## src/rtl/vbcsa_pkg.sv

```systemverilog
`timescale 1ns/1ps
package vbcsa_pkg;

  // Each block width occupies one fixed-size field of the packed list.
  localparam int unsigned FIELD_W   = 8;
  localparam int unsigned LIST_BITS = 256;

  typedef logic [LIST_BITS-1:0] blk_list_t;

  // Index of the two speculative candidates inside a select block.
  typedef enum logic {ASSUME_C0 = 1'b0, ASSUME_C1 = 1'b1} cand_e;

  function automatic int unsigned blk_width(input blk_list_t lst, input int unsigned idx);
    return 32'(lst[idx*FIELD_W +: FIELD_W]);
  endfunction

  // Bit position of the lowest bit of block idx.
  function automatic int unsigned blk_offset(input blk_list_t lst, input int unsigned idx);
    int unsigned acc;
    acc = 0;
    for (int unsigned k = 0; k < idx; k++) begin
      acc += 32'(lst[k*FIELD_W +: FIELD_W]);
    end
    return acc;
  endfunction

  function automatic int unsigned blk_total(input blk_list_t lst, input int unsigned count);
    return blk_offset(lst, count);
  endfunction

endpackage

```

## src/rtl/vbcsa_ripple.sv

```systemverilog
`timescale 1ns/1ps
module vbcsa_ripple #(
  parameter int unsigned WIDTH = 4
) (
  input  logic [WIDTH-1:0] x_i,
  input  logic [WIDTH-1:0] y_i,
  input  logic             c_i,
  output logic [WIDTH-1:0] s_o,
  output logic             c_o
);

  logic [WIDTH:0]   chain;
  logic [WIDTH-1:0] gen;
  logic [WIDTH-1:0] prop;

  assign chain[0] = c_i;

  // Generate/propagate per bit, then the carry recurrence.
  for (genvar k = 0; k < WIDTH; k++) begin : g_bit
    assign gen[k]     = x_i[k] & y_i[k];
    assign prop[k]    = x_i[k] ^ y_i[k];
    assign s_o[k]     = prop[k] ^ chain[k];
    assign chain[k+1] = gen[k] | (prop[k] & chain[k]);
  end

  assign c_o = chain[WIDTH];

endmodule

```

## src/rtl/vbcsa_mux2.sv

```systemverilog
`timescale 1ns/1ps
module vbcsa_mux2 #(
  parameter int unsigned WIDTH = 4
) (
  input  logic [WIDTH-1:0] d0_i,
  input  logic [WIDTH-1:0] d1_i,
  input  logic             sel_i,
  output logic [WIDTH-1:0] q_o
);

  assign q_o = sel_i ? d1_i : d0_i;

endmodule

```

## src/rtl/vbcsa_select_blk.sv

```systemverilog
`timescale 1ns/1ps
module vbcsa_select_blk
  import vbcsa_pkg::*;
#(
  parameter int unsigned WIDTH = 4
) (
  input  logic [WIDTH-1:0] x_i,
  input  logic [WIDTH-1:0] y_i,
  input  logic             sel_i,
  output logic [WIDTH-1:0] s_o,
  output logic             c_o
);

  localparam int unsigned PAIR_W = WIDTH + 1;

  logic [WIDTH-1:0]  cand_sum   [2];
  logic              cand_carry [2];
  logic [PAIR_W-1:0] cand_pair  [2];
  logic [PAIR_W-1:0] picked;

  // Two speculative adders, one per assumed incoming carry.
  for (genvar h = 0; h < 2; h++) begin : g_cand
    vbcsa_ripple #(.WIDTH(WIDTH)) u_cand (
      .x_i (x_i),
      .y_i (y_i),
      .c_i (h == int'(ASSUME_C1)),
      .s_o (cand_sum[h]),
      .c_o (cand_carry[h])
    );
    assign cand_pair[h] = {cand_carry[h], cand_sum[h]};
  end

  // The real carry from below picks sum and carry together.
  vbcsa_mux2 #(.WIDTH(PAIR_W)) u_pick (
    .d0_i  (cand_pair[0]),
    .d1_i  (cand_pair[1]),
    .sel_i (sel_i),
    .q_o   (picked)
  );

  assign s_o = picked[WIDTH-1:0];
  assign c_o = picked[WIDTH];

endmodule

```

## src/rtl/vbcsa_adder.sv

```systemverilog
`timescale 1ns/1ps
module vbcsa_adder
  import vbcsa_pkg::*;
#(
  parameter int unsigned DATA_W  = 16,
  parameter int unsigned NUM_BLK = 5,
  // Widths, lowest block in the lowest field.
  parameter logic [NUM_BLK*8-1:0] BLK_W_LIST = {8'd6, 8'd4, 8'd3, 8'd2, 8'd1}
) (
  input  logic [DATA_W-1:0] a_i,
  input  logic [DATA_W-1:0] b_i,
  input  logic              cin_i,
  output logic [DATA_W-1:0] sum_o,
  output logic              cout_o
);

  localparam blk_list_t   LIST_EXT  = blk_list_t'(BLK_W_LIST);
  localparam int unsigned LIST_SUM  = blk_total(LIST_EXT, NUM_BLK);

  if (LIST_SUM != DATA_W) begin : g_bad_list
    $error("block widths add to %0d, operand width is %0d", LIST_SUM, DATA_W);
  end

  // blk_carry[n] is the real carry entering block n.
  logic [NUM_BLK:0] blk_carry;

  assign blk_carry[0] = cin_i;

  for (genvar n = 0; n < NUM_BLK; n++) begin : g_blk
    localparam int unsigned BW  = blk_width(LIST_EXT, n);
    localparam int unsigned OFS = blk_offset(LIST_EXT, n);

    if (n == 0) begin : g_base
      vbcsa_ripple #(.WIDTH(BW)) u_base (
        .x_i (a_i[OFS +: BW]),
        .y_i (b_i[OFS +: BW]),
        .c_i (blk_carry[n]),
        .s_o (sum_o[OFS +: BW]),
        .c_o (blk_carry[n+1])
      );
    end else begin : g_spec
      vbcsa_select_blk #(.WIDTH(BW)) u_sel (
        .x_i   (a_i[OFS +: BW]),
        .y_i   (b_i[OFS +: BW]),
        .sel_i (blk_carry[n]),
        .s_o   (sum_o[OFS +: BW]),
        .c_o   (blk_carry[n+1])
      );
    end
  end

  assign cout_o = blk_carry[NUM_BLK];

endmodule

```

## config.mk

```make
export PLATFORM = sky130hd
export DESIGN_NAME = vbcsa_adder
export DESIGN_NICKNAME = d
export VERILOG_FILES = /design/src/rtl/vbcsa_pkg.sv /design/src/rtl/vbcsa_ripple.sv /design/src/rtl/vbcsa_mux2.sv /design/src/rtl/vbcsa_select_blk.sv /design/src/rtl/vbcsa_adder.sv
export SDC_FILE = /design/constraint.sdc
export NUM_CORES = 1
export LEC_CHECK = 0
export ABC_CLOCK_PERIOD_IN_PS = 10400
export CAP_MARGIN = 10
export CORE_AREA = 2 2 39 41
export DETAILED_ROUTE_END_ITERATION = 16
export DIE_AREA = 0 0 41 43
export DONT_BUFFER_PORTS = 1
export SLEW_MARGIN = 40
export SYNTH_ARGS = -nofsm -noshare
export SYNTH_HDL_FRONTEND = slang
export SYNTH_SLANG_ARGS = --single-unit
```

## constraint.sdc

```tcl
create_clock -name vclk -period 10.4
set_clock_uncertainty 0.05 [all_clocks]
set_input_delay 1.56 -clock vclk [all_inputs]
set_output_delay 1.56 -clock vclk [all_outputs]
set_load 0.01 [all_outputs]
```

==> summary.md <==
| Metric | Value |
|---|---|
| Die ar. | `1760 µm²` |
| Combinational Power Share | `100.0%` |
| Pleak | `0.000285 µW` |
| Req. time, crit path | `8.79 ns` |
| Placed instance count | `65` |
| Die width | `41 µm` |
| WL final | `681 µm` |
| Layout Area Growth over Synthesis | `2.52%` |
| Share of layout cells above drive strength 1 | `0%` |
| Cts hold-fix bufs | `0` |
| Slew Viols, Final | `0` |
| # clk buffers | `0` |
| Detail Route Antenna Nets | `0` |
| CP Launch Type | `primary input` |
| Syn nets | `103` |
| Std-Cell Core Area | `1380 µm²` |
| Arrival time at the worst endpoint | `7.22 ns` |
| Routed vias | `301` |
| Number of global-route vias before repair | `307` |
| Non-filler cells, final | `65` |
| Overall Global Routing Usage | `7.81%` |
| Worst Setup End Kind | `primary output` |
| Pre-CTS setup slack | `1.51 ns` |
| Placement Cell Area | `509 µm²` |
| Reg area | `0 µm²` |
| First-pass GRT wire length | `1040 µm` |
| Die height | `43 µm` |
| Tcrit/Tclk final | `84.9%` |
| Pwr/cell area | `59.4 nW/µm²` |
| Worst rel slew slack | `81.1%` |
| Input/output buffers | `0` |
| CTS resizes | `0` |
| Synth Instances | `50` |
| Tmin final | `8.83 ns` |
| Clock network power share | `0%` |
| Final Setup Violations | `0` |
| Status | `finished, final reports clean` |
| Fin nets | `104` |
| Kind of critical path | `primary input to primary output` |
| Setup TNS | `0 ns` |
| Synth Cell Area | `497 µm²` |
| Sequential area share after synthesis | `0%` |
| Pin count of the biggest net entering global routing | `4` |
| Pint | `12.6 µW` |
| Slew @ Worst Pin | `0.282 ns` |
| Hold Path Sink | `sum_o[5]` |
| Ports | `50` |
| Worst hold stages | `1` |
| Drt pass-1 iters | `1` |
| Switch share | `58.5%` |
| Reg power frac | `0%` |
| Post-CTS setup buffer count | `0` |
| Netlist cell types | `9` |
| Post-route cell area | `509 µm²` |
| Worst Setup Slack, final | `1.57 ns` |
| Crit Path Max Fanout | `3` |
| Initial Util | `35.9%` |
| Hold crit path type | `primary input to primary output` |
| Switching power | `17.7 µW` |
| Final HPWL from detailed placement | `712 µm` |
| Mapped Avg Cell Area | `9.93 µm²` |
| Max Clk Rate | `0.113 GHz` |
| GP Congestion | `0.595` |
| Overflow after GRT | `0` |
| Max-cap violation count | `0` |
| Post-route DRC violation count | `0` |
| Synth warnings | `0` |
| 1st-iter DRT viols | `0` |
| Setup repair after global routing missed its margin | `false` |
| Worst VDD drop | `0.0201 mV` |
| Fill cells | `145` |
| WL/cell | `10.5 µm` |
| Hold Violations, Final | `0` |
| Initial antenna violation count | `0` |
| Via-per-instance ratio | `4.63` |
| # diodes | `0` |
| Row count | `14` |
| Flip-flop and latch count | `0` |
| Hold wc startpoint | `b_i[5]` |
[cells in the final DEF (no fill, tap or decap), drive strengths merged]
cell   instances
a21oi          1
xor2           3
nor2           1
xnor2          1
ha             8
inv           20
mux2i          3
fa            12
[layout make-up]
class                           instances  area (µm²)  share of cell area [%]
Tap cell                               16        20.0                    3.93
Multi-Input combinational cell         29         414                    81.3
Inverter                               20        75.1                    14.7
[worst max-delay path by stage]
stage                     startpoint        end
after CTS                     a_i[0]  sum_o[15]
final                         a_i[0]  sum_o[15]
after global routing          a_i[0]  sum_o[15]
after global placement        a_i[0]  sum_o[15]
after floorplan               a_i[0]  sum_o[15]
after detailed placement      a_i[0]  sum_o[15]
[routing by layer]
| metal | GRT usage (%) | part of all wire (%) | up-vias |
|---|---|---|---|
| li1 | - | - | 135 |
| met1 | 6.98 | 35 | 129 |
| met2 | 17.2 | 48 | 37 |
| met3 | 0.524 | 18 | 0 |
| met4 | 0 | 0 | 0 |
| met5 | 0 | 0 | - |
[Yosys cell counts (all sizes together)]
cell	number	area share (%)
a21oi	1	1.0
buf	1	1.5
fa	12	48
ha	8	20
inv	20	15
mux2i	3	6.0
nor2	1	0.75
xnor2	1	1.8
xor2	3	5.3
[metrics by stage]
| stage | hold WS (ns) | utilization (%) | total power [µW] |
|---|---|---|---|
| CTS | 3.26 | 36.8 | 31.0 |
| finish | 3.26 | 36.8 | 30.2 |
| global route | 3.27 | 36.8 | 35.0 |
| floorplan | 3.26 | - | 28.2 |
| global placement | 3.26 | 36.8 | 30.5 |
| detailed placement | 3.26 | 36.8 | 30.6 |
[power groups by stage]
stage                     sequential [µW]  clock (µW)  combinational [µW]
after detailed placement                0           0                30.6
after global routing                    0           0                35.0
after CTS                               0           0                31.0
final                                   0           0                30.2
after floorplan                         0           0                28.2
after global placement                  0           0                30.5
[logic make-up (layout without fill, tap and decap cells)]
| logic type | count (synthesis) | count (layout) | share of synthesized area [%] |
|---|---|---|---|
| muxes | 3 | 3 | 6.05 |
| adders and majority gates | 20 | 20 | 68.5 |
| and+or+nand+nor | 1 | 1 | 0.755 |
| xor gates and xnor gates | 4 | 4 | 7.05 |
| buffers and inverters | 21 | 20 | 16.6 |
| AOI/OAI and AO/OA | 1 | 1 | 1.01 |
[critical path, stage by stage]
cell and delay [ns]:
inv_1 0.03, fa_1 0.47, mux2i_1 0.16, fa_1 0.42, nor2_1 0.11, a21oi_1 0.07
fa_1 0.39, fa_1 0.42, mux2i_1 0.16, fa_1 0.39, fa_1 0.38, fa_1 0.42
mux2i_1 0.15, fa_1 0.38, fa_1 0.39, fa_1 0.39, fa_1 0.36, inv_1 0.08
fa_1 0.40, inv_1 0.10
Power figures use the tool's default switching activity.
